--- config.mk ---
export PLATFORM = sky130hd
export DESIGN_NAME = rx5b_decoder
export DESIGN_NICKNAME = d
export VERILOG_FILES = /design/src/rtl/rx5b_pkg.sv /design/src/rtl/rx5b_classify.sv /design/src/rtl/rx5b_ctrl.sv /design/src/rtl/rx5b_outreg.sv /design/src/rtl/rx5b_decoder.sv
export SDC_FILE = /design/constraint.sdc
export NUM_CORES = 1
export LEC_CHECK = 0
export ABC_AREA = 1
export CORE_MARGIN = 2
export CORE_UTILIZATION = 53
export DETAILED_ROUTE_END_ITERATION = 6
export GPL_ROUTABILITY_DRIVEN = 0
export PLACE_DENSITY = 0.81
export SYNTH_ARGS = -nofsm -noshare
export SYNTH_HDL_FRONTEND = slang
export SYNTH_SLANG_ARGS = --single-unit
export TNS_END_PERCENT = 5
--- constraint.sdc ---
create_clock -name clk -period 2.5 [get_ports clk]
set_clock_uncertainty 0.2 [all_clocks]
set_input_delay 0.625 -clock clk [delete_from_list [all_inputs] [get_ports clk]]
set_output_delay 0.625 -clock clk [all_outputs]
set_load 0.02 [all_outputs]
--- src/rtl/rx5b_pkg.sv ---
package rx5b_pkg;

    localparam int CG_W  = 5;
    localparam int NIB_W = 4;

    typedef logic [CG_W-1:0]  cg_t;
    typedef logic [NIB_W-1:0] nib_t;

    // control symbols
    localparam cg_t SYM_IDLE = 5'b11111;
    localparam cg_t SYM_J    = 5'b11000;
    localparam cg_t SYM_K    = 5'b10001;
    localparam cg_t SYM_T    = 5'b01101;
    localparam cg_t SYM_R    = 5'b00111;

    localparam nib_t NIB_PREAMBLE = 4'b0101;
    localparam nib_t NIB_FALSECAR = 4'b1110;
    localparam nib_t NIB_ZERO     = '0;

    typedef enum logic [2:0] {
        CLS_DATA,
        CLS_IDLE,
        CLS_J,
        CLS_K,
        CLS_T,
        CLS_R,
        CLS_BAD
    } cg_class_e;

    typedef struct packed {
        cg_class_e cls;
        nib_t      nib;
    } cg_info_t;

    typedef enum logic [2:0] {
        ST_SEEK_J,
        ST_SEEK_K,
        ST_DECODE,
        ST_IDLE1,
        ST_SEEK_R
    } rx_state_e;

    typedef struct packed {
        logic dv;
        logic er;
        nib_t nib;
    } mii_out_t;

    typedef struct packed {
        rx_state_e nxt;
        mii_out_t  out;
    } step_t;

    localparam mii_out_t MII_QUIET = '{dv: 1'b0, er: 1'b0, nib: NIB_ZERO};

    function automatic cg_info_t classify_cg(input cg_t c);
        cg_info_t r;
        r.cls = CLS_DATA;
        r.nib = NIB_ZERO;
        case (c)
            5'b11110: r.nib = 4'h0;
            5'b01001: r.nib = 4'h1;
            5'b10100: r.nib = 4'h2;
            5'b10101: r.nib = 4'h3;
            5'b01010: r.nib = 4'h4;
            5'b01011: r.nib = 4'h5;
            5'b01110: r.nib = 4'h6;
            5'b01111: r.nib = 4'h7;
            5'b10010: r.nib = 4'h8;
            5'b10011: r.nib = 4'h9;
            5'b10110: r.nib = 4'hA;
            5'b10111: r.nib = 4'hB;
            5'b11010: r.nib = 4'hC;
            5'b11011: r.nib = 4'hD;
            5'b11100: r.nib = 4'hE;
            5'b11101: r.nib = 4'hF;
            SYM_IDLE: r.cls = CLS_IDLE;
            SYM_J:    r.cls = CLS_J;
            SYM_K:    r.cls = CLS_K;
            SYM_T:    r.cls = CLS_T;
            SYM_R:    r.cls = CLS_R;
            default:  r.cls = CLS_BAD;
        endcase
        return r;
    endfunction

    // one symbol inside a frame (no pending IDLE)
    function automatic step_t frame_step(input cg_info_t i);
        step_t s;
        case (i.cls)
            CLS_DATA: s = '{nxt: ST_DECODE, out: '{dv: 1'b1, er: 1'b0, nib: i.nib}};
            CLS_IDLE: s = '{nxt: ST_IDLE1,  out: '{dv: 1'b1, er: 1'b1, nib: NIB_ZERO}};
            CLS_T:    s = '{nxt: ST_SEEK_R, out: MII_QUIET};
            default:  s = '{nxt: ST_DECODE, out: '{dv: 1'b1, er: 1'b1, nib: NIB_ZERO}};
        endcase
        return s;
    endfunction

endpackage

--- src/rtl/rx5b_classify.sv ---
module rx5b_classify
    import rx5b_pkg::*;
(
    input  cg_t      cg,
    output cg_info_t info
);
    always_comb begin
        info = classify_cg(cg);
    end
endmodule

--- src/rtl/rx5b_ctrl.sv ---
module rx5b_ctrl
    import rx5b_pkg::*;
(
    input  logic     clk,
    input  logic     rst,
    input  logic     adv,
    input  cg_info_t info,
    output mii_out_t out_nxt
);
    rx_state_e state_q;
    step_t     res;

    always_comb begin
        res = '{nxt: state_q, out: MII_QUIET};
        case (state_q)
            ST_SEEK_J: begin
                if (info.cls == CLS_J)
                    res = '{nxt: ST_SEEK_K, out: '{dv: 1'b1, er: 1'b0, nib: NIB_PREAMBLE}};
                else
                    res = '{nxt: ST_SEEK_J, out: MII_QUIET};
            end
            ST_SEEK_K: begin
                if (info.cls == CLS_K)
                    res = '{nxt: ST_DECODE, out: '{dv: 1'b1, er: 1'b0, nib: NIB_PREAMBLE}};
                else
                    res = '{nxt: ST_SEEK_J, out: '{dv: 1'b0, er: 1'b1, nib: NIB_FALSECAR}};
            end
            ST_DECODE: begin
                res = frame_step(info);
            end
            ST_IDLE1: begin
                if (info.cls == CLS_IDLE)
                    res = '{nxt: ST_SEEK_J, out: MII_QUIET};
                else
                    res = frame_step(info);
            end
            ST_SEEK_R: begin
                if (info.cls == CLS_R)
                    res = '{nxt: ST_SEEK_J, out: MII_QUIET};
                else
                    res = '{nxt: ST_SEEK_J, out: '{dv: 1'b0, er: 1'b1, nib: NIB_ZERO}};
            end
            default: res = '{nxt: ST_SEEK_J, out: MII_QUIET};
        endcase
    end

    always_ff @(posedge clk) begin
        if (rst)
            state_q <= ST_SEEK_J;
        else if (adv)
            state_q <= res.nxt;
    end

    assign out_nxt = res.out;
endmodule

--- src/rtl/rx5b_outreg.sv ---
module rx5b_outreg
    import rx5b_pkg::*;
(
    input  logic     clk,
    input  logic     rst,
    input  logic     adv,
    input  mii_out_t d,
    output mii_out_t q
);
    always_ff @(posedge clk) begin
        if (rst)
            q <= MII_QUIET;
        else if (adv)
            q <= d;
    end
endmodule

--- src/rtl/rx5b_decoder.sv ---
module rx5b_decoder
    import rx5b_pkg::*;
(
    input  logic             clk,
    input  logic             rst,
    input  logic             cg_valid,
    input  logic [CG_W-1:0]  cg_data,
    output logic             rx_dv,
    output logic             rx_er,
    output logic [NIB_W-1:0] rxd
);
    cg_info_t info;
    mii_out_t out_nxt;
    mii_out_t out_q;

    rx5b_classify u_classify (
        .cg   (cg_data),
        .info (info)
    );

    rx5b_ctrl u_ctrl (
        .clk     (clk),
        .rst     (rst),
        .adv     (cg_valid),
        .info    (info),
        .out_nxt (out_nxt)
    );

    rx5b_outreg u_outreg (
        .clk (clk),
        .rst (rst),
        .adv (cg_valid),
        .d   (out_nxt),
        .q   (out_q)
    );

    assign rx_dv = out_q.dv;
    assign rx_er = out_q.er;
    assign rxd   = out_q.nib;
endmodule

==> results of run 1 <==
[power by group through the flow]
stage	Combinational [mW]	Sequential, mW	Clock (mW)
after floorplan	0.0434	0.149	0
after global placement	0.0650	0.148	0
after detailed placement	0.0650	0.148	0
after CTS	0.0653	0.145	0.115
after global routing	0.0739	0.145	0.123
final	0.0655	0.145	0.110
[synth_stat cells (all sizes together)]
| library cell | number | share of area, % |
|---|---|---|
| buf | 3 | 4.1 |
| or2 | 1 | 0.85 |
| o21bai | 1 | 1.0 |
| a31oi | 1 | 0.85 |
| nand2 | 43 | 23 |
| o21ai | 6 | 4.1 |
| nand3 | 9 | 9.2 |
| inv | 17 | 8.7 |
| nor3 | 2 | 1.4 |
| dfxtp | 9 | 24 |
| nor2 | 15 | 10 |
| o31ai | 2 | 2.0 |
| nand4 | 4 | 3.4 |
| clkinv | 1 | 0.51 |
| a21oi | 9 | 6.6 |
[metrics by stage]
stage                     std cells  util (%)
after floorplan                 123         -
after global placement          150      66.9
after detailed placement        150      66.9
after CTS                       154      68.9
after global routing            154      68.9
final                           154      68.9
[registers in the layout, indices dropped and copies added, names as in the netlist]
name	cells
u_ctrl.state_q	3
u_outreg.q	6
[placed cells by master (no fill, tap or decap)]
master,n
a21oi_1,8
a21oi_2,1
a31oi_1,1
buf_4,2
clkbuf_1,1
clkbuf_4,3
clkdlybuf4s50_1,13
clkinv_1,1
dfxtp_1,9
inv_1,13
inv_2,4
nand2_1,40
nand2_2,3
nand3_1,6
nand3_2,2
nand3_4,1
nand4_1,4
nor2_1,12
nor2_2,1
nor2_4,2
nor3_1,2
o21ai_0,5
o21ai_1,1
o21bai_1,1
o31ai_1,2
or2_1,1
[metal layers]
metal	part of all wire, %	wire (µm)	vias to the layer above	GRT usage, %
met1	47	706	356	27.8
met3	6.3	95	0	7.98
met5	0	0	-	0
met2	47	710	30	35.9
li1	-	-	432	-
met4	0	0	0	2.42
[worst reg2reg max path, delay by kind of cell, from the launching register on]
family                 cells  cell delay [ps]
AND/OR/NAND/NOR            4              630
buffers and inverters      2              160
flip-flops                 1              350
AO/OA/AOI/OAI              1              130
[cells by family after synthesis]
group | count (synthesis)
compound gates | 19
simple gates | 74
buf+inv | 21
flops | 9
[path summary, 6_finish.rpt]
check	startpoint	endpoint	slack [ps]	cells past startpoint
setup reg to reg	u_ctrl.state_q[0]$_SDFFE_PP0P_	u_ctrl.state_q[1]$_SDFFE_PP0P_	960	7
setup / recovery	cg_data[0]	u_ctrl.state_q[1]$_SDFFE_PP0P_	360	8
hold / removal	u_outreg.q[2]$_SDFFE_PP0P_	u_outreg.q[2]$_SDFFE_PP0P_	260	2
hold reg to reg	u_outreg.q[2]$_SDFFE_PP0P_	u_outreg.q[2]$_SDFFE_PP0P_	260	2
[area by class of cell]
cell class | count | share of cell area, %
Tap cell | 15 | 2.09
Multi-Input combinational cell | 93 | 51.2
Clock buffer | 4 | 2.93
Sequential cell | 9 | 20.1
Inverter | 18 | 7.53
Timing Repair Buffer | 15 | 16.2
==> results.json, run 1 <==
{
  "period_needed_ps": 2140,
  "stdcell_area_um2": 897,
  "hpwl_mm": 1.25,
  "synth_compound_area_share_pct": 14.6,
  "cp_top_family": "simple AND/OR/NAND/NOR gates",
  "synth_top_family_by_area": "simple AND/OR/NAND/NOR gates",
  "postRouteAntennaNets": 0,
  "grt_pass1_vias": 628,
  "synth_xor_area_share_pct": 0,
  "grt_pass1_wl_mm": 2.42,
  "ys_seq_area_share_pct": 24.4,
  "power.leakage_nw": 0.424,
  "multiInputGateArea_um2": 459,
  "boundaryPins": 14,
  "synth_nets": 131,
  "start_util_pct": 56.6,
  "holdWs_ps": 259,
  "grt_start_max_net_pins": 10,
  "globalRouteOverflowTotal": 0,
  "slowest_stage": "clkdlybuf4s50_1",
  "setup_viol_count_final": 0,
  "postCtsSetupRepairBufs": 0,
  "die_h_um": 41.3,
  "finalWorstSetupSlack_ps": 357,
  "fillCellCount": 112,
  "tns_ps": 0,
  "clk_path_buf_depth": 2,
  "worst_pin_slew_ps": 338,
  "hold_class": "reg -> reg",
  "crit_buf_inv": 2,
  "synth_mux_area_share_pct": 0,
  "drive_above_1_share_pct": 13.7,
  "syn_to_final_growth_pct": 21.7,
  "seqCellArea_um2": 180,
  "ys_ff_latch": 9,
  "numCtsBuffers": 3,
  "outcome": "completed",
  "path_cells": "clkdlybuf4s50_1, inv_2, nor2_1, nand4_1, or2_1, nand2_1, nand2_1, a21oi_1",
  "first_pass_iters": 5,
  "hold_viol": 0,
  "wl_per_cell_um": 9.82,
  "cp_slowest_stage_delay_ps": 540,
  "cts_sinks": 9,
  "synth_fa_ha_area_share_pct": 0,
  "vdd_ir_drop_max_v": 0.000292,
  "antenna_found_initial": 0,
  "cp-start-kind": "input port",
  "port_buffers": 13,
  "cell_internal_pwr_mw": 0.232,
  "h-tree-depth": 1,
  "ys_warn_count": 0,
  "num_vias": 818,
  "row_count": 13,
  "die-area_um2": 1700,
  "seq_power_share_pct": 45.2,
  "core_area_um2": 1300,
  "cts_tree": "yes",
  "power_density_nw_per_um2": 356,
  "cp_data_arrival_time_ps": 2130,
  "clkTransAtPathRegs_ps": 60,
  "slew_headroom_pct": 77.4,
  "cts_resized": 0,
  "routed_wl_mm": 1.51,
  "drt-initial-drc-count": 25,
  "p_comb_share_pct": 20.5,
  "worstSetupPathType": "in -> reg",
  "finalPower_mw": 0.320,
  "worstSkewPairLatency_ps": 260,
  "grt_util_all_layers_pct": 21.8,
  "postCtsHoldBufs": 0,
  "end_kind": "register",
  "netlist_instances": 123,
  "place_area_um2": 871,
  "critPathMostFrequentCell": "nand2_1",
  "place_ws_ps": 113,
  "dieWidth_um": 41.3,
  "netlist_area_um2": 737,
  "final_max_slew_viol_count": 0,
  "drv_cap": 0,
  "postSynthAreaPerCell_um2": 5.99,
  "clkPwrFrac_pct": 34.3,
  "worstPathRequired_ps": 2480,
  "synthSimpleGateAreaFrac_pct": 47.7,
  "n_antenna_cell": 0,
  "nNetsFinal": 148,
  "vias_per_cell": 5.31,
  "swShare_pct": 27.3,
  "root_buffer": "clkbuf_4",
  "rsz0062_at_grt": "false",
  "max_freq_ghz": 0.467,
  "synth_cell_types": 25,
  "p_sw_mw": 0.0874,
  "drc_errors": 0,
  "cp_max_fo": 4,
  "fin_crit_sh_pct": 85.7
}
No activity file was read; power rests on OpenSTA's default activity.
==> inputs of run 2 (changes only) <==
- CORE_MARGIN: 2 -> unset
- CORE_UTILIZATION: 53 -> 55
- DONT_BUFFER_PORTS: unset -> 1
- GPL_TIMING_DRIVEN: unset -> 0
- PLACE_DENSITY: 0.81 -> 0.7
==> run 2 against run 1 <==
Effect of this change: cell area decreased by 13%; clock power about the same; sequential power about the same; sequential share of layout area increased by 3.0 points; global-route usage increased by 1.8 points; fmax increased by 36%; cell count decreased by 8.4%; via count decreased by 4.4%; non-clock buffer count decreased by 12; hold slack improved by 67 ps; largest power group unchanged.
==> results.json, run 2 (same netlist as run 1, synthesis figures left out) <==
{
  "cts_resized": 0,
  "cp_max_fo": 8,
  "syn_to_final_growth_pct": 5.94,
  "die-area_um2": 1490,
  "seqCellArea_um2": 180,
  "start_util_pct": 62.9,
  "grt_util_all_layers_pct": 23.6,
  "dp_cells": 137,
  "outcome": "completed",
  "fin_crit_sh_pct": 62.9,
  "num_vias": 782,
  "hold_path_depth": 2,
  "postRouteAntennaNets": 0,
  "tns_ps": 0,
  "critPathMostFrequentCell": "nand2_1",
  "clkTransAtPathRegs_ps": 60,
  "max_freq_ghz": 0.636,
  "layout_commonest_cell": "nand2_1",
  "final_cells": 141,
  "dieWidth_um": 38.6,
  "ff2ff_setup_slack_ps": 970,
  "die_h_um": 38.6,
  "setup_viol_count_final": 0,
  "grt_pass1_wl_mm": 2.40,
  "place_ws_ps": 639,
  "postCtsHoldBufs": 0,
  "routed_wl_mm": 1.48,
  "grt_start_max_net_pins": 11,
  "path_cells": "buf_6, nand2_2, inv_2, nand2_1, nand3_4, nor2_4, nand3_2, nand2_1, nand2_1, nand2_1, nand2_1, a21oi_2",
  "reg.largest.list": "u_outreg.q x6, u_ctrl.state_q x3",
  "row_count": 12,
  "first_pass_iters": 4,
  "boundaryPins": 14,
  "worst_pin_slew_ps": 390,
  "power_density_nw_per_um2": 391,
  "worstSkewPairLatency_ps": 260,
  "rsz0062_at_grt": "false",
  "top_register": "u_outreg.q",
  "postCtsSetupRepairBufs": 0,
  "drc_errors": 0,
  "worstPathRequired_ps": 2500,
  "min_to": "u_ctrl.state_q[1]$_SDFFE_PP0P_",
  "cp_data_arrival_time_ps": 1570,
  "core_area_um2": 1170,
  "fillCellCount": 109,
  "reg2reg_from": "u_ctrl.state_q[0]$_SDFFE_PP0P_",
  "wl_per_cell_um": 10.5,
  "hold_viol": 0,
  "multiInputGateArea_um2": 459,
  "final_max_slew_viol_count": 0,
  "largest_reg_flops": 6,
  "n_antenna_cell": 0,
  "min_from": "u_ctrl.state_q[1]$_SDFFE_PP0P_",
  "hold_class": "reg -> reg",
  "layout_common_cells": "nand2_1 (40), inv_1 (13), nor2_1 (12), dfxtp_1 (9), a21oi_1 (8)",
  "cp_slowest_stage_delay_ps": 140,
  "drt-initial-drc-count": 29,
  "period_needed_ps": 1570,
  "cts_sinks": 9,
  "root_buffer": "clkbuf_4",
  "drv_cap": 0,
  "antenna_found_initial": 0,
  "port_buffers": 0,
  "vdd_ir_drop_max_v": 0.000454,
  "power.leakage_nw": 0.382,
  "globalRouteOverflowTotal": 0,
  "drive_above_1_share_pct": 15.0,
  "slowest_stage": "nor2_4",
  "finalWorstSetupSlack_ps": 929,
  "r2r_cells": 7,
  "slew_headroom_pct": 74.0,
  "nNetsFinal": 136,
  "cts_tree": "yes",
  "h-tree-depth": 1,
  "hpwl_mm": 1.19,
  "worstSetupPathType": "in -> reg",
  "clk_path_buf_depth": 2,
  "end_kind": "register",
  "r2r_end": "u_outreg.q[5]$_SDFFE_PP0P_",
  "vias_per_cell": 5.55,
  "grt_pass1_vias": 619,
  "numCtsBuffers": 3,
  "cp-start-kind": "input port"
}
run 2: where the power goes:
| group | internal [mW] | switching [mW] |
|---|---|---|
| clock | 0.0613 | 0.0478 |
| sequential | 0.144 | 0.00132 |
| combinational | 0.0186 | 0.0319 |
run 2: worst max-delay path: cells and delay by family:
kind                   cells  cell delay (ps)
AO/OA/AOI/OAI              1              100
buffers and inverters      2              150
AND/OR/NAND/NOR            9              670
run 2: routing by layer:
metal	track usage, %	routed length [µm]	part of all wire (%)
met1	30.5	712	48
met4	0	0	0
met2	38.3	661	45
met5	0	0	0
met3	10.4	101	6.8
run 2: per-stage QoR:
stage,area (µm²),hold WS (ps),util [%],power (mW)
2_1_floorplan,737,284,-,0.192
3_3_place_gp,754,307,64.4,0.199
3_5_place_dp,754,313,64.4,0.199
4_1_cts,781,325,66.7,0.308
5_1_grt,781,343,66.7,0.322
6_report,781,325,66.7,0.305
run 2: layout make-up:
| type | count | area share [%] |
|---|---|---|
| Buffer | 3 | 3.85 |
| Clock buffer | 4 | 3.37 |
| Inverter | 18 | 8.65 |
| Multi-Input combinational cell | 93 | 58.8 |
| Tap cell | 14 | 2.24 |
| Sequential cell | 9 | 23.1 |
run 2: how the worst max path moves through the flow:
stage / from / to / slack [ps] / cells after the start
after floorplan: cg_data[4] / u_outreg.q[4]$_SDFFE_PP0P_ / 760 / 12
after global placement: cg_data[4] / u_outreg.q[4]$_SDFFE_PP0P_ / 640 / 12
after detailed placement: cg_data[4] / u_outreg.q[4]$_SDFFE_PP0P_ / 640 / 12
after CTS: cg_data[4] / u_outreg.q[4]$_SDFFE_PP0P_ / 910 / 12
after global routing: cg_data[0] / u_outreg.q[4]$_SDFFE_PP0P_ / 770 / 11
final: cg_data[4] / u_outreg.q[4]$_SDFFE_PP0P_ / 930 / 12
